==> src/rtl/ddr_init_pkg.sv <==
package ddr_init_pkg;

  typedef enum logic [3:0] {
    ST_PWRUP,
    ST_ARM,
    ST_PRE_A,
    ST_LOAD_EXT,
    ST_LOAD_RST,
    ST_PRE_B,
    ST_REF_A,
    ST_REF_B,
    ST_LOAD_RUN,
    ST_READY
  } init_state_e;

  typedef enum logic [2:0] {
    CK_NOP,
    CK_PRE_ALL,
    CK_LOAD_EXT,
    CK_LOAD_BASE,
    CK_REFRESH
  } cmd_kind_e;

  typedef struct packed {
    logic cs_n;
    logic ras_n;
    logic cas_n;
    logic we_n;
  } cmd_pins_t;

  localparam cmd_pins_t PINS_NOP     = '{cs_n: 1'b0, ras_n: 1'b1, cas_n: 1'b1, we_n: 1'b1};
  localparam cmd_pins_t PINS_PRE     = '{cs_n: 1'b0, ras_n: 1'b0, cas_n: 1'b1, we_n: 1'b0};
  localparam cmd_pins_t PINS_LOAD    = '{cs_n: 1'b0, ras_n: 1'b0, cas_n: 1'b0, we_n: 1'b0};
  localparam cmd_pins_t PINS_REFRESH = '{cs_n: 1'b0, ras_n: 1'b0, cas_n: 1'b0, we_n: 1'b1};

  localparam int unsigned ALL_BANKS_BIT = 10;
  localparam int unsigned DLL_RST_BIT   = 8;
  localparam int unsigned DRIVE_BIT     = 1;

endpackage

==> src/rtl/ddr_init_timer.sv <==
module ddr_init_timer #(
  parameter int unsigned CNT_W   = 16,
  parameter int unsigned RST_VAL = 1
) (
  input  logic             clk,
  input  logic             rst_n,
  input  logic             load,
  input  logic [CNT_W-1:0] load_val,
  output logic             last
);

  logic [CNT_W-1:0] cnt_q;
  logic [CNT_W-1:0] cnt_d;
  logic             cnt_en;

  // Count down to zero; a load takes precedence.
  assign cnt_en = load | (cnt_q != '0);

  always_comb begin
    cnt_d = cnt_q;
    if (load) begin
      cnt_d = load_val;
    end else if (cnt_q != '0) begin
      cnt_d = cnt_q - CNT_W'(1);
    end
  end

  always_ff @(posedge clk or negedge rst_n) begin
    if (!rst_n) begin
      cnt_q <= CNT_W'(RST_VAL);
    end else if (cnt_en) begin
      cnt_q <= cnt_d;
    end
  end

  assign last = (cnt_q == CNT_W'(1));

endmodule

==> src/rtl/ddr_init_rdlock.sv <==
module ddr_init_rdlock #(
  parameter int unsigned LOCK_CYC = 200
) (
  input  logic clk,
  input  logic rst_n,
  input  logic start,
  output logic open
);

  localparam int unsigned LOCK_C = (LOCK_CYC == 0) ? 1 : LOCK_CYC;
  localparam int unsigned LW     = $clog2(LOCK_C + 1);

  logic [LW-1:0] cnt_q;
  logic [LW-1:0] cnt_d;
  logic          armed_q;
  logic          armed_d;
  logic          cnt_en;

  assign cnt_en = start | (armed_q & (cnt_q != LW'(LOCK_C)));

  always_comb begin
    cnt_d   = cnt_q;
    armed_d = armed_q;
    if (start) begin
      cnt_d   = LW'(1);
      armed_d = 1'b1;
    end else if (armed_q && (cnt_q != LW'(LOCK_C))) begin
      cnt_d = cnt_q + LW'(1);
    end
  end

  always_ff @(posedge clk or negedge rst_n) begin
    if (!rst_n) begin
      cnt_q   <= '0;
      armed_q <= 1'b0;
    end else if (cnt_en) begin
      cnt_q   <= cnt_d;
      armed_q <= armed_d;
    end
  end

  assign open = armed_q & (cnt_q == LW'(LOCK_C));

endmodule

==> src/rtl/ddr_init_cmd_enc.sv <==
module ddr_init_cmd_enc
  import ddr_init_pkg::*;
#(
  parameter int unsigned ADDR_W = 13,
  parameter int unsigned BA_W   = 2
) (
  input  cmd_kind_e         kind,
  input  logic              dll_rst,
  input  logic [2:0]        burst_len,
  input  logic [2:0]        cas_lat,
  input  logic              reduced_drive,
  output cmd_pins_t         pins,
  output logic [BA_W-1:0]   ba,
  output logic [ADDR_W-1:0] addr
);

  always_comb begin
    pins = PINS_NOP;
    ba   = '0;
    addr = '0;
    case (kind)
      CK_PRE_ALL: begin
        pins                = PINS_PRE;
        addr[ALL_BANKS_BIT] = 1'b1;
      end
      CK_LOAD_EXT: begin
        pins            = PINS_LOAD;
        ba              = BA_W'(1);
        addr[DRIVE_BIT] = reduced_drive;
      end
      CK_LOAD_BASE: begin
        pins              = PINS_LOAD;
        addr[2:0]         = burst_len;
        addr[6:4]         = cas_lat;
        addr[DLL_RST_BIT] = dll_rst;
      end
      CK_REFRESH: begin
        pins = PINS_REFRESH;
      end
      default: begin
        pins = PINS_NOP;
      end
    endcase
  end

endmodule

==> src/rtl/ddr_init_seq.sv <==
module ddr_init_seq
  import ddr_init_pkg::*;
#(
  parameter int unsigned ADDR_W    = 13,
  parameter int unsigned BA_W      = 2,
  parameter int unsigned PWRUP_CYC = 40000,
  parameter int unsigned T_RP      = 3,
  parameter int unsigned T_MRD     = 2,
  parameter int unsigned T_RFC     = 14,
  parameter int unsigned DLL_LOCK  = 200
) (
  input  logic              clk,
  input  logic              rst_n,
  input  logic [2:0]        cfg_burst_len,
  input  logic [2:0]        cfg_cas_lat,
  input  logic              cfg_reduced_drive,
  output logic              dram_cke,
  output logic              dram_cs_n,
  output logic              dram_ras_n,
  output logic              dram_cas_n,
  output logic              dram_we_n,
  output logic [BA_W-1:0]   dram_ba,
  output logic [ADDR_W-1:0] dram_addr,
  output logic              init_done,
  output logic              read_ok
);

  // Every wait is at least one idle cycle.
  localparam int unsigned PWR_C = (PWRUP_CYC == 0) ? 1 : PWRUP_CYC;
  localparam int unsigned RP_C  = (T_RP  == 0) ? 1 : T_RP;
  localparam int unsigned MRD_C = (T_MRD == 0) ? 1 : T_MRD;
  localparam int unsigned RFC_C = (T_RFC == 0) ? 1 : T_RFC;
  localparam int unsigned MAX_A = (RP_C  > MRD_C) ? RP_C  : MRD_C;
  localparam int unsigned MAX_B = (RFC_C > MAX_A) ? RFC_C : MAX_A;
  localparam int unsigned MAX_W = (PWR_C > MAX_B) ? PWR_C : MAX_B;
  localparam int unsigned TMR_W = $clog2(MAX_W + 1);

  init_state_e      state_q, state_d;
  logic             wait_q,  wait_d;
  logic             tmr_load;
  logic [TMR_W-1:0] tmr_val;
  logic             tmr_last;
  init_state_e      step_next;
  logic [TMR_W-1:0] step_wait;
  cmd_kind_e        kind;
  logic             base_dll_rst;
  logic             dll_rst_issue;
  cmd_pins_t        pins;

  // Successor and idle length for each command step.
  always_comb begin
    step_next = ST_READY;
    step_wait = TMR_W'(MRD_C);
    case (state_q)
      ST_PRE_A:    begin step_next = ST_LOAD_EXT; step_wait = TMR_W'(RP_C);  end
      ST_LOAD_EXT: begin step_next = ST_LOAD_RST; step_wait = TMR_W'(MRD_C); end
      ST_LOAD_RST: begin step_next = ST_PRE_B;    step_wait = TMR_W'(MRD_C); end
      ST_PRE_B:    begin step_next = ST_REF_A;    step_wait = TMR_W'(RP_C);  end
      ST_REF_A:    begin step_next = ST_REF_B;    step_wait = TMR_W'(RFC_C); end
      ST_REF_B:    begin step_next = ST_LOAD_RUN; step_wait = TMR_W'(RFC_C); end
      ST_LOAD_RUN: begin step_next = ST_READY;    step_wait = TMR_W'(MRD_C); end
      default:     begin step_next = ST_READY;    step_wait = TMR_W'(MRD_C); end
    endcase
  end

  // Next-state logic: each command step has an issue cycle and a wait phase.
  always_comb begin
    state_d  = state_q;
    wait_d   = wait_q;
    tmr_load = 1'b0;
    tmr_val  = '0;
    case (state_q)
      ST_PWRUP: begin
        if (tmr_last) begin
          state_d = ST_ARM;
          wait_d  = 1'b0;
        end
      end
      ST_ARM: begin
        state_d = ST_PRE_A;
        wait_d  = 1'b0;
      end
      ST_READY: begin
        state_d = ST_READY;
      end
      default: begin
        if (!wait_q) begin
          wait_d   = 1'b1;
          tmr_load = 1'b1;
          tmr_val  = step_wait;
        end else if (tmr_last) begin
          state_d = step_next;
          wait_d  = 1'b0;
        end
      end
    endcase
  end

  always_ff @(posedge clk or negedge rst_n) begin
    if (!rst_n) begin
      state_q <= ST_PWRUP;
      wait_q  <= 1'b1;
    end else begin
      state_q <= state_d;
      wait_q  <= wait_d;
    end
  end

  ddr_init_timer #(
    .CNT_W   (TMR_W),
    .RST_VAL (PWR_C)
  ) u_timer (
    .clk      (clk),
    .rst_n    (rst_n),
    .load     (tmr_load),
    .load_val (tmr_val),
    .last     (tmr_last)
  );

  // Command selection: real commands only in the issue cycle.
  always_comb begin
    kind         = CK_NOP;
    base_dll_rst = 1'b0;
    if (!wait_q) begin
      case (state_q)
        ST_PRE_A, ST_PRE_B: kind = CK_PRE_ALL;
        ST_LOAD_EXT:        kind = CK_LOAD_EXT;
        ST_LOAD_RST: begin
          kind         = CK_LOAD_BASE;
          base_dll_rst = 1'b1;
        end
        ST_REF_A, ST_REF_B: kind = CK_REFRESH;
        ST_LOAD_RUN:        kind = CK_LOAD_BASE;
        default:            kind = CK_NOP;
      endcase
    end
  end

  assign dll_rst_issue = (state_q == ST_LOAD_RST) && !wait_q;

  ddr_init_cmd_enc #(
    .ADDR_W (ADDR_W),
    .BA_W   (BA_W)
  ) u_enc (
    .kind          (kind),
    .dll_rst       (base_dll_rst),
    .burst_len     (cfg_burst_len),
    .cas_lat       (cfg_cas_lat),
    .reduced_drive (cfg_reduced_drive),
    .pins          (pins),
    .ba            (dram_ba),
    .addr          (dram_addr)
  );

  ddr_init_rdlock #(
    .LOCK_CYC (DLL_LOCK)
  ) u_rdlock (
    .clk   (clk),
    .rst_n (rst_n),
    .start (dll_rst_issue),
    .open  (read_ok)
  );

  assign dram_cke   = (state_q != ST_PWRUP);
  assign dram_cs_n  = pins.cs_n;
  assign dram_ras_n = pins.ras_n;
  assign dram_cas_n = pins.cas_n;
  assign dram_we_n  = pins.we_n;
  assign init_done  = (state_q == ST_READY);

endmodule

==> config.mk <==
export PLATFORM = sky130hd
export DESIGN_NAME = ddr_init_seq
export DESIGN_NICKNAME = d
export VERILOG_FILES = /design/src/rtl/ddr_init_pkg.sv /design/src/rtl/ddr_init_timer.sv /design/src/rtl/ddr_init_rdlock.sv /design/src/rtl/ddr_init_cmd_enc.sv /design/src/rtl/ddr_init_seq.sv
export SDC_FILE = /design/constraint.sdc
export NUM_CORES = 1
export LEC_CHECK = 0
export ABC_AREA = 0
export BUFFER_PORTS_ARGS = -buffer_cell sky130_fd_sc_hd__buf_2
export CAP_MARGIN = 10
export CORE_ASPECT_RATIO = 1.5
export CORE_UTILIZATION = 53
export CTS_BUF_LIST = sky130_fd_sc_hd__clkbuf_4 sky130_fd_sc_hd__clkbuf_8
export DETAILED_ROUTE_END_ITERATION = 10
export PLACE_DENSITY = 0.76
export SYNTH_ARGS = -nofsm -noshare
export SYNTH_HDL_FRONTEND = slang
export SYNTH_SLANG_ARGS = --single-unit
==> constraint.sdc <==
create_clock -name clk -period 2.4 [get_ports clk]
set_input_delay 0.12 -clock clk [delete_from_list [all_inputs] [get_ports clk]]
set_output_delay 0.12 -clock clk [all_outputs]
set_load 0.005 [all_outputs]
Word-level counts from Yosys, hierarchy flattened
Cells that the tools add are included.

Flip-flop bits (word level): 30. Bits of input ports: 9. Output and inout bits: 22. Word-level logic and storage cells: 79.

$add $sub $neg: 2. Eq/ne operators: 17. Muxes and demuxes: 30. Bitwise logic cells: 5. Reductions and logical operators: 20.

Operators by type and width (number): two-way mux 16 bit (4); case mux 4 bit (6 select lines) (1); equality test 16 x 1 -> 1 bit (second input constant) (1); equality test 4 x 3 -> 1 bit (second input constant) (4); two-way mux 8 bit (2); nonzero test 16 bit (1); subtractor 16 x 1 -> 16 bit (second input constant) (1); two-way mux 1 bit (12); two-way mux 4 bit (3); case mux 3 bit (4 select lines) (1); case mux 4 bit (3 select lines) (1); case mux 3 bit (3 select lines) (1); adder 8 x 1 -> 8 bit (second input constant) (1); equality test 4 x 2 -> 1 bit (second input constant) (2); equality test 4 bit (second input constant) (2); equality test 8 bit (second input constant) (1); != test 8 bit (second input constant) (1); case mux 4 bit (2 select lines) (1); AND reduction 2 bit (4); nonzero test 4 bit (2); OR reduction 2 bit (4); equality test 3 x 2 -> 1 bit (second input constant) (2); two-way mux 3 bit (2); equality test 4 x 1 -> 1 bit (second input constant) (1); other kinds (15) (19).

Longest topological paths before layout
Gate-level depths: netlist of the first run.

Word-level depth: 7. Gate-level depth with buffers: 7. Mapped depth without buffers: 6.

Cells and area by module
A second synthesis of the first run with hierarchy kept.

Cells, all modules: 231. Area, all modules: 2088.3 um^2.

Modules (own cells, without submodules): ddr_init_timer (times used 1, cells an instance 109, area an instance 1048.5 um^2, sequential area each 406.6 um^2); ddr_init_rdlock (times used 1, cells an instance 47, area an instance 480.5 um^2, sequential area each 225.2 um^2); ddr_init_seq (times used 1, cells an instance 51, area an instance 399.1 um^2, sequential area each 126.4 um^2); ddr_init_cmd_enc (times used 1, cells an instance 24, area an instance 160.2 um^2, sequential area each 0.0 um^2).

Least setup slack after synthesis of the first run
OpenSTA, ideal clock, no wires.

Path kind: flip-flop to flip-flop. Start: reg u_timer.cnt_q[0]. End: reg u_timer.cnt_q[6]. Library setup time: 73 ps. Data arrival time: 1878 ps. Data required time: 2327 ps. Path slack: 448 ps. Cell stages (with the launch flop): 8. Path buffers: 1. Clock period less this slack: 1952 ps. Path through: dfrtp_1 -> inv_1 -> ha_1 -> or3b_1 -> buf_2 -> or3_1 -> or3_1 -> a21oi_1.

Cells in the longest elaborated chain, start to end: 3. Elaborated cells between the ends (all ways): 7. Those cells by class: add/sub: 1; mux: 2; bitwise: 1; reduce/logical: 3.

RTL lines: start: declaration (line ddr_init_timer.sv:12) `logic [CNT_W-1:0] cnt_q;`; start signal: assignment (line ddr_init_timer.sv:30) `cnt_q <= CNT_W'(RST_VAL);`; start signal: assignment (line ddr_init_timer.sv:32) `cnt_q <= cnt_d;`; subtractor 16 x 1 -> 16 bit or nonzero test 16 bit (tied branches) (line ddr_init_timer.sv:24, ddr_init_timer.sv:17, ddr_init_timer.sv:23); two-way mux 16 bit (tied with other cells) (line ddr_init_timer.sv:23) `end else if (cnt_q != '0) begin`; two-way mux 16 bit or AND reduction 2 bit (tied branches).

Several ways; a longest one is shown, not always the timed one. The select of a mux whose other input is x is not followed. A chain may end at the register's enable or synchronous reset.

Worst setup path after layout of the first run
Same ends and word-level chain as after synthesis.

==> results summary, run 1 <==
The post-CTS setup buffer count is 0. The share of the synthesized netlist area taken by xor and xnor gates is 0.0460. 31 I/O pins were placed. The number of max-slew violations in the final report came out at 0. The share of the synthesized area in compound gates (AO/OA/AOI/OAI) is 0.147. The deepest clock path buffer count came out at 2. The register bit total from synthesis came out at 30. The highest cell delay on the worst timing path is 460 ps. The final setup slack of the worst path came out at slightly above 300 ps.

The signal on the critical path passes through inv_1, ha_1, or3b_1, or3_1, or3_1, a21oi_1. The highest clock rate is between 400 and 500 MHz. The core region is 3420 µm². The final hold slack came out at 407 ps.

The category of the critical setup timing path is flop to flop. Yosys printed 0 warnings. For this run, the leading register cell type out of synthesis is sky130_fd_sc_hd__dfrtp_1. The minimum period implied by the final worst setup slack came out at 2090 ps. The clock buffer count from CTS is 5. The remaining antenna violation count came out at 0.

The final layout contains 253 nets. The post-synthesis share of cell area spent on full adders, half adders and majority gates came out at 0.0263. The insertion delay of the later-clocked pin in the worst-skew pair is 280 ps. Using the TritonRoute via totals, the vias-per-cell ratio works out to just under 6. The wire length of the first global-routing pass is 6640 µm. The most prevalent standard cell on the critical path is sky130_fd_sc_hd__or3_1. The cell count after synthesis came out at 216. The storage element area came out at roughly 760 µm². The share of the core filled with cells came out at 0.628. The filler cells instantiated in the layout total 302.

Data on the critical path arrives at its endpoint at 2300 ps. The number of DRC markers in iteration 0 came out at 36. The placed wire-length estimate after detailed placement is between 2000 and 3000 µm. TritonCTS built the clock tree.

The starting density of the core is 0.558. Of the post-synthesis cell area, the part taken by muxes is 0.0269. The combined area of all synthesized cells came out at ~1900 µm². Across every metal layer, demand over resource in global routing totals 0.233. The worst min-delay path class is input pin to async pin.

The final total negative setup slack is 0 ps. The area enclosed by the die boundary is 3840 µm². The number of placement rows is 26. At the worst endpoint, the required time is 2600 ps. The simple-gate portion of the synthesized area is 0.292. The die outline height came out at about 75 µm.

The per-cell routed wire length came out at 14.3 µm. For this run, design rule violations remaining after detail routing come to 0. The worst-case vdd ir drop came out at roughly 450 µV. The number of enable flip-flop cells after synthesis is 0. In this run the clock root is driven by a sky130_fd_sc_hd__clkbuf_8. The number of antenna diodes in the final layout is 0. The element type at the critical path start is a flop. The async set-or-reset flop fraction in the synthesized netlist is 1.00. Among all stages on the critical path, the largest delay is contributed by sky130_fd_sc_hd__or3b_1. The transition time at the pin with the least slew margin is 691 ps. The H-tree generated during clock tree synthesis spans 2 levels. The total wire length after detailed routing came out at 4030 µm. The synthesized area per cell came out at 8.82 µm².

The run finished with clean final reports. The final critical-path share of the clock period is 0.872. Clock tree synthesis found a total of 30 sinks. Entering global routing, the biggest net connects 31 pins.

The relative slew slack came out at 0.535. The initial antenna violation count is 0. The final hold violation count is 0.

Setup repair after global routing left no endpoint under its margin. The share of layout cells above drive strength 1 is 0.191. The final setup violation count came out at 0.

The number of iterations in the first detailed-routing pass came out at 4. The footprint of the multi-input gates came out at 1050 µm². The number of different library cells in the post-synthesis netlist came out at 50.

The detailed router placed 1684 vias in this run. After synthesis, the largest family of logic cells by area is simple AND/OR/NAND/NOR gates. Clock skew on the completed layout was measured at a little under 7 ps. The share of the Yosys chip area taken by registers is 0.398. The signed area change from the synthesized netlist to the final layout is 12.7%. In this run the tool buffered the top-level ports with 23 buffer cells.

The setup slack after placement is approximately 340 ps. The clock transition at the register clock pins on the worst setup and hold paths after CTS came out at 60 ps. The final estimated routing congestion in global placement is 0.767.

Measured along the x axis, the die boundary spans 50.9 µm. For this run the aggregate overflow at the end of global routing stands at 0. The worst-path maximum fanout came out at 8. Summed over all cells, the static leakage comes to 1.05 nW. Max-cap violations in this run came to 0.

The power density over cell area is 484 nW/µm². The number of global-route vias before repair came out at 1562. The worst setup path is captured at a flop.
==> cells in the mapped netlist (7+ instances only) <==
cell                       count  area share
sky130_fd_sc_hd__xor2_1        8       0.037
sky130_fd_sc_hd__nand2_1      16       0.032
sky130_fd_sc_hd__nor2_1       25       0.049
sky130_fd_sc_hd__nand4_1       7       0.023
sky130_fd_sc_hd__o21ai_0       7       0.018
sky130_fd_sc_hd__or4_1         8       0.032
sky130_fd_sc_hd__a21oi_1      13       0.034
sky130_fd_sc_hd__nand2b_1      7       0.023
sky130_fd_sc_hd__buf_4         7       0.028
sky130_fd_sc_hd__dfrtp_1      24        0.32
sky130_fd_sc_hd__clkbuf_1      7       0.014
sky130_fd_sc_hd__nand3_1       7       0.018
==> registers in the layout, summed over array words and instances (netlist names) <==
signal / cells
state_q: 4
u_timer.cnt_q: 16
u_rdlock.armed_q: 1
wait_q: 1
u_rdlock.cnt_q: 8
==> final cells by class <==
type / count / share of cell area
clock buffers: 7 / 0.0391
clock inverters: 1 / 0.0140
inverters: 6 / 0.0105
multi-input cells: 170 / 0.490
flip-flops and latches: 30 / 0.353
well taps: 42 / 0.0245
repair buffers: 27 / 0.0688
==> layout by cell type, fill, tap and decap left out, types with 5 or more instances in the layout <==
master / Yosys / final
sky130_fd_sc_hd__a21oi_1: 13 / 13
sky130_fd_sc_hd__and2_1: 5 / 5
sky130_fd_sc_hd__and3_1: 5 / 5
sky130_fd_sc_hd__buf_2: 1 / 23
sky130_fd_sc_hd__clkbuf_8: 0 / 5
sky130_fd_sc_hd__conb_1: 1 / 7
sky130_fd_sc_hd__dfrtp_1: 24 / 24
sky130_fd_sc_hd__dfstp_2: 6 / 6
sky130_fd_sc_hd__inv_1: 6 / 6
sky130_fd_sc_hd__nand2_1: 16 / 16
sky130_fd_sc_hd__nand2b_1: 7 / 7
sky130_fd_sc_hd__nand3_1: 7 / 7
sky130_fd_sc_hd__nand4_1: 7 / 7
sky130_fd_sc_hd__nor2_1: 25 / 25
sky130_fd_sc_hd__o21ai_0: 7 / 7
sky130_fd_sc_hd__or4_1: 8 / 8
sky130_fd_sc_hd__xor2_1: 8 / 8
==> repair_timing <==
action	CTS	global route
gates resized for setup	0	0
hold buffers	1	0
hold endpoints to repair	24	0
==> kinds of logic after synthesis <==
| family | Yosys count |
|---|---|
| XOR/XNOR | 10 |
| flip-flops | 30 |
| AO/OA/AOI/OAI | 42 |
| buffers and inverters | 22 |
| other | 1 |
| AND/OR/NAND/NOR | 102 |
| adder cells (fa/ha/maj) | 4 |
| multiplexers | 5 |
==> routing by layer <==
| layer | global-route usage | up-vias | wire length (µm) |
|---|---|---|---|
| met5 | 0 | - | 0 |
| met4 | 0.127 | 0 | 71 |
| met3 | 0.0499 | 7 | 190 |
| met2 | 0.415 | 53 | 2140 |
| met1 | 0.256 | 806 | 1640 |
| li1 | - | 818 | - |
==> metrics by stage <==
stage          total power [mW]  instances  instance area (µm²)
3_3_place_gp              0.533        274                 2020
5_1_grt                    1.07        283                 2150
6_report                   1.04        283                 2150
2_1_floorplan             0.526        222                 1930
3_5_place_dp              0.534        274                 2020
4_1_cts                    1.05        283                 2150
==> worst max-delay path, delay by kind of cell (launching register included) <==
kind | cells | cell delay, ps
AND/OR/NAND/NOR | 3 | 1120
buffers and inverters | 1 | 110
flip-flops | 1 | 440
adder cells (fa/ha/maj) | 1 | 190
AO/OA/AOI/OAI | 1 | 160
==> where the power goes <==
group	switching (mW)	internal [mW]	leakage [nW]
clock network	0.181	0.333	0.0593
registers	0	0.506	0.397
logic	0.0132	0.00557	0.598
total	0.194	0.845	1.05
==> path summary, 6_finish.rpt <==
path	cells past startpoint	slack, ps	startpoint	end
max in group asynchronous	2	1570	rst_n	u_timer.cnt_q[13]
min	2	410	rst_n	u_timer.cnt_q[7]
max	6	310	u_timer.cnt_q[0]	u_timer.cnt_q[6]
max reg2reg	6	310	u_timer.cnt_q[0]	u_timer.cnt_q[6]
min in group clk	2	500	u_timer.cnt_q[11]	u_timer.cnt_q[11]
min reg2reg	2	500	u_timer.cnt_q[11]	u_timer.cnt_q[11]
(Power assumes the default switching activity.)
==> inputs of run 2 (changes only) <==
BUFFER_PORTS_ARGS = unset   (was -buffer_cell sky130_fd_sc_hd__buf_2)
CTS_BUF_LIST = sky130_fd_sc_hd__clkbuf_4 sky130_fd_sc_hd__clkbuf_8 sky130_fd_sc_hd__clkbuf_16   (was sky130_fd_sc_hd__clkbuf_4 sky130_fd_sc_hd__clkbuf_8)
DONT_BUFFER_PORTS = 1   (was unset)
PLACE_DENSITY = 0.68   (was 0.76)
RECOVER_POWER = 50   (was unset)
==> run 2 against run 1 <==
  * The run now ends with capacitance limit, slew limit left
  * Highest routed layer unchanged
  * Sequential share of layout area is 2.3 points higher
  * Total power is 8.6% lower
  * Largest power group is now sequential cells
  * Largest cell class unchanged
  * Setup slack worse by 88 ps
==> results summary, run 2 (synthesized netlist as in run 1, its figures left out) <==
The run finished, with violations left. The clock buffer count from CTS is 5 (unchanged). The filler cell count in the final layout came to 321 (+6.3%). The wire length of the first global-routing pass came out at 6390 µm (-3.8%). The remaining antenna violation count is 0 (unchanged).

The final total negative setup slack came out at 0 ps (unchanged). The number of iterations in the first detailed-routing pass came out at 4 (unchanged). The leakage power came out at 0.941 nW (-11%). The final setup violation count came out at 0 (unchanged).

The I/O pin total came out at 31 (unchanged). The DRC violations left is 0 (unchanged). The total wire length after detailed routing came out at 3890 µm (-3.6%). The number of max-slew violations in the final report came to 31 (+31). The clock skew after layout is 4.34 ps (-2.46 ps). The initial antenna violation count came to 0 (unchanged). The TritonCTS sink count is 30 (unchanged).

The area enclosed by the die boundary is 3840 µm² (unchanged). The total chip power came to 0.950 mW (-8.6%). The number of DRC markers in iteration 0 came out at 55 (+53%). The number of placement rows is 26 (unchanged).

The signed area change from the synthesized netlist to the final layout came out at 5.85%. The detail-routed via count per cell was 6.08 (+2.2%). The minimum period implied by the final worst setup slack came out at 2180 ps (+87.7 ps). The data required time at the worst endpoint came out at 2280 ps (-320 ps). The number of global-route vias before repair was 1383 (-11%). TritonCTS built the clock tree.

The post-CTS setup buffer count is 0 (unchanged). The highest clock rate is 459 MHz (-4.0%). The library cells used most frequently in the layout, excluding fill and tap cells, are sky130_fd_sc_hd__nor2_1 (25), sky130_fd_sc_hd__dfrtp_1 (24), sky130_fd_sc_hd__nand2_1 (16), sky130_fd_sc_hd__a21oi_1 (13). Walking the worst path, the cells encountered are inv_1, nand2_1, a2111oi_1, and2_1. The detailed-route via count is 1588 (-5.7%). The overall die width is 50.9 µm (unchanged). The total overflow reported by the global router is 0 (unchanged). The cell sitting at the root of the clock tree is a sky130_fd_sc_hd__clkbuf_8. The largest registers in the layout are u_timer.cnt_q x16, u_rdlock.cnt_q x8, state_q x4. The placed wire-length estimate after detailed placement is 2810 µm (-5.7%).

The final estimated routing congestion in global placement came out at 0.858 (+12%). The worst-case vdd ir drop came out at 332 µV (-25%). The deepest clock path buffer count came out at 2 (unchanged). Setup repair after global routing left no endpoint under its margin. The flip-flop count of the largest register, all copies and words added came out at 16 (unchanged).

The insertion delay of the later-clocked pin in the worst-skew pair came out at 280 ps (about the same). The power density over cell area is 471 nW/µm² (-2.7%). The clock transition at the register clock pins on the worst setup and hold paths after CTS is 60 ps (about the same).

The flop-to-flop setup slack came to 310 ps (about the same). The checks that failed: capacitance limit, slew limit. The final hold slack was 354 ps (-52.8 ps). The data arrival time of the worst path is 2060 ps (-240 ps). The number of max-cap violations is 1 (+1). The worst-path maximum fanout is 11 (+3). Leaving out fill and tap cells, the most frequent cell in the layout is sky130_fd_sc_hd__nor2_1. The largest net degree at the start of global routing came to 31 (unchanged). The critical path is of the flop to output port type. The final layout net count came out at 231 (-8.7%). The area of the core came to 3420 µm² (unchanged). The storage element area is 758 µm² (unchanged).

The number of H-tree levels is 2 (unchanged). The number of gates resized after cts came out at 0 (unchanged). The final hold violation count came to 0 (unchanged). The overall routing resource usage is 0.223 (-0.00937).

The quantity of I/O buffers inserted on ports is 0 (-100%). STA classifies the critical path endpoint as an output port. The worst min-delay path class is input pin to output port.

The die outline height was 75.4 µm (unchanged). The per-cell routed wire length came to 14.9 µm (+4.5%). u_timer.cnt_q holds more flip-flops than any other register. The count of inserted antenna diode cells came to 0 (unchanged). The share of layout cells above drive strength 1 was 0.105 (-0.0858).

The area of all placed cells without fillers came out at 2020 µm² (-6.1%). STA classifies the critical path startpoint as a flop. The footprint of the multi-input gates came out at 1050 µm² (unchanged).

The transition time at the pin with the least slew margin came to 1550 ps (+862 ps). The highest cell delay on the worst timing path came out at 760 ps (+300 ps). The slowest stage of the critical path is the sky130_fd_sc_hd__a2111oi_1 cell. The cell area after placement is 1910 µm² (-5.7%).

The relative slew slack came out at -0.0353 (-0.570). The starting density of the core came out at 0.558 (unchanged). The final critical-path share of the clock period came out at 0.908 (+0.0366).
[run 2: cell types whose count changed in the layout (fill, tap and decap cells not counted)]
cell,change
sky130_fd_sc_hd__bufinv_16,-1
sky130_fd_sc_hd__clkbuf_1,+1
sky130_fd_sc_hd__clkinv_2,+1
sky130_fd_sc_hd__clkbuf_8,+1
sky130_fd_sc_hd__clkbuf_4,-1
sky130_fd_sc_hd__buf_2,-23
[run 2: path summary, 6_finish.rpt]
check                                         end  cells after the start             start
worst max-delay path                 dram_addr[0]                      4        state_q[3]
worst min-delay path                 dram_addr[2]                      1  cfg_burst_len[2]
worst max register to register   u_timer.cnt_q[6]                      6  u_timer.cnt_q[0]
worst min register to register   u_timer.cnt_q[6]                      2  u_timer.cnt_q[6]
max in group asynchronous        u_timer.cnt_q[3]                      2             rst_n
min in group asynchronous       u_rdlock.cnt_q[5]                      2             rst_n
[run 2: where the power goes]
| part | internal [mW] | total (mW) | switching (mW) | leakage (nW) |
|---|---|---|---|---|
| Sequential | 0.506 | 0.506 | 0 | 0.397 |
| Clock | 0.242 | 0.430 | 0.188 | 0.0517 |
| Combinational | 0.00148 | 0.0136 | 0.0121 | 0.492 |
[run 2: layout make-up]
| cell class | instances | area share |
|---|---|---|
| clock buffer | 7 | 0.0447 |
| multi-input combinational | 170 | 0.521 |
| timing repair buffer | 5 | 0.0180 |
| tap | 42 | 0.0261 |
| inverter | 6 | 0.0112 |
| clock inverter | 1 | 0.00248 |
| sequential | 30 | 0.376 |
[run 2: routing by layer]
layer	wire length (µm)	GRT usage
met1	1680	0.261
met3	120	0.0499
met5	0	0
met4	56	0.0864
met2	2030	0.396
[run 2: worst max-delay path: cells and delay by family, from the launching register on]
family | cells | cell delay [ps]
simple gates | 2 | 330
compound gates | 1 | 760
buf+inv | 1 | 170
flops | 1 | 510
[run 2: through the flow]
step | utilization | instances | setup WS [ps]
2_1_floorplan | - | 222 | 448
3_3_place_gp | 0.558 | 251 | 422
3_5_place_dp | 0.558 | 251 | 350
4_1_cts | 0.595 | 261 | 182
5_1_grt | 0.590 | 261 | 27.7
6_report | 0.590 | 261 | 220
[run 2: repair_timing]
item | in CTS | in global routing
hold endpoints to repair | 30 | 0
endpoints found under the setup margin | 0 | 0
hold buffers | 2 | 0
==> inputs of run 3 (changes only) <==
==> constraint.sdc (replaced) <==
create_clock -name clk -period 2.4 [get_ports clk]
set_input_delay 0.12 -clock clk [delete_from_list [all_inputs] [get_ports clk]]
set_output_delay 0.12 -clock clk [all_outputs]
set_load 0.02 [all_outputs]
==> run 3 against run 2 <==
  * The run still ends with capacitance limit, slew limit left
  * Routed wire length increased by 0.46%
  * Die area is the same
  * Hold slack better by 71 ps
  * Non-clock buffer count rose by 1
  * Count of clock-buffer cells in the layout is the same
  * Total power increased by 12%
  * Critical path type unchanged
  * Sequential power hardly changed
  * Core utilization up 0.92 points
  * Critical endpoint unchanged
==> results summary, run 3 (synthesized netlist as in run 1, its figures left out) <==
The critical path is of the flop to output port type. The cell sitting at the root of the clock tree is a sky130_fd_sc_hd__clkbuf_8. The final total negative setup slack came to 0 ps (unchanged). The flop-to-flop setup slack was 340 ps (+30 ps). The quantity of I/O buffers inserted on ports is 0 (unchanged). The count of inserted antenna diode cells is 0 (unchanged). The per-cell routed wire length is 14.9 µm (about the same). The clock buffer count from CTS came out at 5 (unchanged). The logic gate share of total power is 0.020 (+0.006). The total wire length after detailed routing is 3910 µm (+0.46%). The checks that failed: capacitance limit, slew limit. The highest clock rate is 483 MHz (+5.2%). The largest registers in the layout are u_timer.cnt_q x16, u_rdlock.cnt_q x8, state_q x4. The storage element area was 758 µm² (unchanged). The deepest clock path buffer count came out at 2 (unchanged). The wire length of the first global-routing pass is 6630 µm (+3.8%). The signed area change from the synthesized netlist to the final layout came out at 7.49%.

The slowest stage of the critical path is the sky130_fd_sc_hd__a2111oi_2 cell. The sequential share of power was 0.476 (-0.057). The relative slew slack is -0.0624 (-0.0271). The final estimated routing congestion in global placement came to 0.871 (+1.6%). The area of the core came to 3420 µm² (unchanged). The I/O pin total is 31 (unchanged). The power density over cell area is 520 nW/µm² (+10%). The initial antenna violation count came out at 0 (unchanged). The starting density of the core is 0.558 (unchanged). The worst-case vdd ir drop is 499 µV (+50%). Setup repair after global routing left no endpoint under its margin. The overall die width came to 50.9 µm (unchanged). The clock transition at the register clock pins on the worst setup and hold paths after CTS is 60 ps (about the same).

The worst-path maximum fanout was 11 (unchanged). The TritonCTS sink count came out at 30 (unchanged). The number of H-tree levels is 2 (unchanged). The final critical-path share of the clock period is 0.863 (-0.0453). The minimum period implied by the final worst setup slack is 2070 ps (-109 ps). The placed wire-length estimate after detailed placement is 2740 µm (-2.4%).

The detailed-route via count is 1587 (-0.063%). The transition time at the pin with the least slew margin is 1590 ps (+40.6 ps). The final hold slack came out at 425 ps (+70.7 ps). In the layout the commonest cells are sky130_fd_sc_hd__nor2_1 (25), sky130_fd_sc_hd__dfrtp_1 (24), sky130_fd_sc_hd__nand2_1 (16), sky130_fd_sc_hd__a21oi_1 (13).

The library cell used most frequently in the layout, excluding fill and tap cells, is sky130_fd_sc_hd__nor2_1. The final layout net count came out at 232 (+0.43%). The number of max-cap violations came out at 1 (unchanged).

The data arrival time of the worst path came out at 1950 ps (-110 ps). STA classifies the critical path endpoint as an output port. The overall routing resource usage came out at 0.232 (+0.00885).

The flip-flop count of the largest register, all copies and words added is 16 (unchanged). The run finished, with violations left. The leakage power is 0.957 nW (+1.7%). The number of placement rows came to 26 (unchanged). The detail-routed via count per cell came out at 6.06 (-0.44%).

The final hold violation count came to 0 (unchanged). The clock network fraction of design power came to 0.505 (+0.052). The clock skew after layout came out at 3.03 ps (-1.31 ps). The cell-internal power came out at 0.857 mW (+14%). The fraction of power spent switching nets came out at 0.195 (-0.0154). The DRC violations left came to 0 (unchanged). TritonCTS built the clock tree. The data required time at the worst endpoint came out at 2280 ps (about the same).

The total overflow reported by the global router is 0 (unchanged). The final setup violation count is 0 (unchanged). The insertion delay of the later-clocked pin in the worst-skew pair is 280 ps (about the same). The area enclosed by the die boundary came out at 3840 µm² (unchanged). The number of global-route vias before repair is 1490 (+7.7%). Traced cell by cell, the critical path runs through inv_1, nand2_1, a2111oi_2, and2_1. The worst setup path is launched from a flop. The cell area after placement is 1910 µm² (+0.39%). The number of iterations in the first detailed-routing pass came out at 4 (unchanged). The die outline height is 75.4 µm (unchanged). The number of DRC markers in iteration 0 is 23 (-58%).

The switching component of the power came out at 0.208 mW (+3.9%). The worst min-delay path class is input pin to output port. The share of layout cells above drive strength 1 was 0.109 (+0.00407).

The highest cell delay on the worst timing path came out at 580 ps (-180 ps). The number of max-slew violations in the final report is 31 (unchanged). The footprint of the multi-input gates came to 1050 µm² (-0.12%).

The register with the most flip-flops in the final layout is u_timer.cnt_q. The filler cell count in the final layout is 319 (-0.62%). The area of all placed cells without fillers is 2050 µm² (+1.6%). The largest net degree at the start of global routing came out at 31 (unchanged). The remaining antenna violation count came out at 0 (unchanged).

The post-CTS setup buffer count came out at 0 (unchanged).
[run 3: repair_timing]
action                                  CTS  global route
hold buffers                              2             0
endpoints found under the hold margin    30             0
gates resized for setup                   0             1
endpoints found under the setup margin    0             6
[run 3: per-stage QoR]
stage | cells | setup WS [ps] | utilization | total power, mW
CTS | 262 | 97.0 | 0.604 | 1.08
global route | 262 | 158 | 0.599 | 1.10
detailed placement | 252 | 365 | 0.560 | 0.525
finish | 262 | 329 | 0.599 | 1.06
floorplan | 222 | 448 | - | 0.534
global placement | 252 | 420 | 0.560 | 0.525
[run 3: final timing paths]
kind / from / endpoint / cells past startpoint
worst max-delay path: state_q[3] / dram_addr[0] / 4
worst min-delay path: cfg_cas_lat[2] / dram_addr[6] / 1
worst max register to register: u_timer.cnt_q[0] / u_timer.cnt_q[6] / 6
worst min register to register: u_timer.cnt_q[6] / u_timer.cnt_q[6] / 2
max in group asynchronous: rst_n / u_timer.cnt_q[14] / 2
min in group asynchronous: rst_n / u_rdlock.cnt_q[5] / 2
[run 3: worst max-delay path: cells and delay by family, from the launching register on]
family,cells,cell delay (ps)
DFF,1,500
buffers and inverters,1,160
AOI/OAI and AO/OA,1,580
and+or+nand+nor,2,420
[run 3: cell type report]
type,instances,area share
clock inverters,1,0.0147
flip-flops and latches,30,0.370
repair buffers,6,0.0214
well taps,42,0.0257
multi-input cells,170,0.513
clock buffers,7,0.0440
inverters,6,0.0110
[run 3: layer usage]
metal	wire, µm	GRT usage
met5	0	0
met2	2040	0.406
met4	104	0.117
met3	102	0.0539
met1	1660	0.263
[run 3: power by group through the flow]
stage	Combinational, mW	Clock (mW)	Sequential, mW
floorplan	0.0183	0	0.515
global placement	0.00953	0	0.515
detailed placement	0.00953	0	0.515
CTS	0.0250	0.550	0.506
global route	0.0241	0.571	0.506
finish	0.0210	0.537	0.506
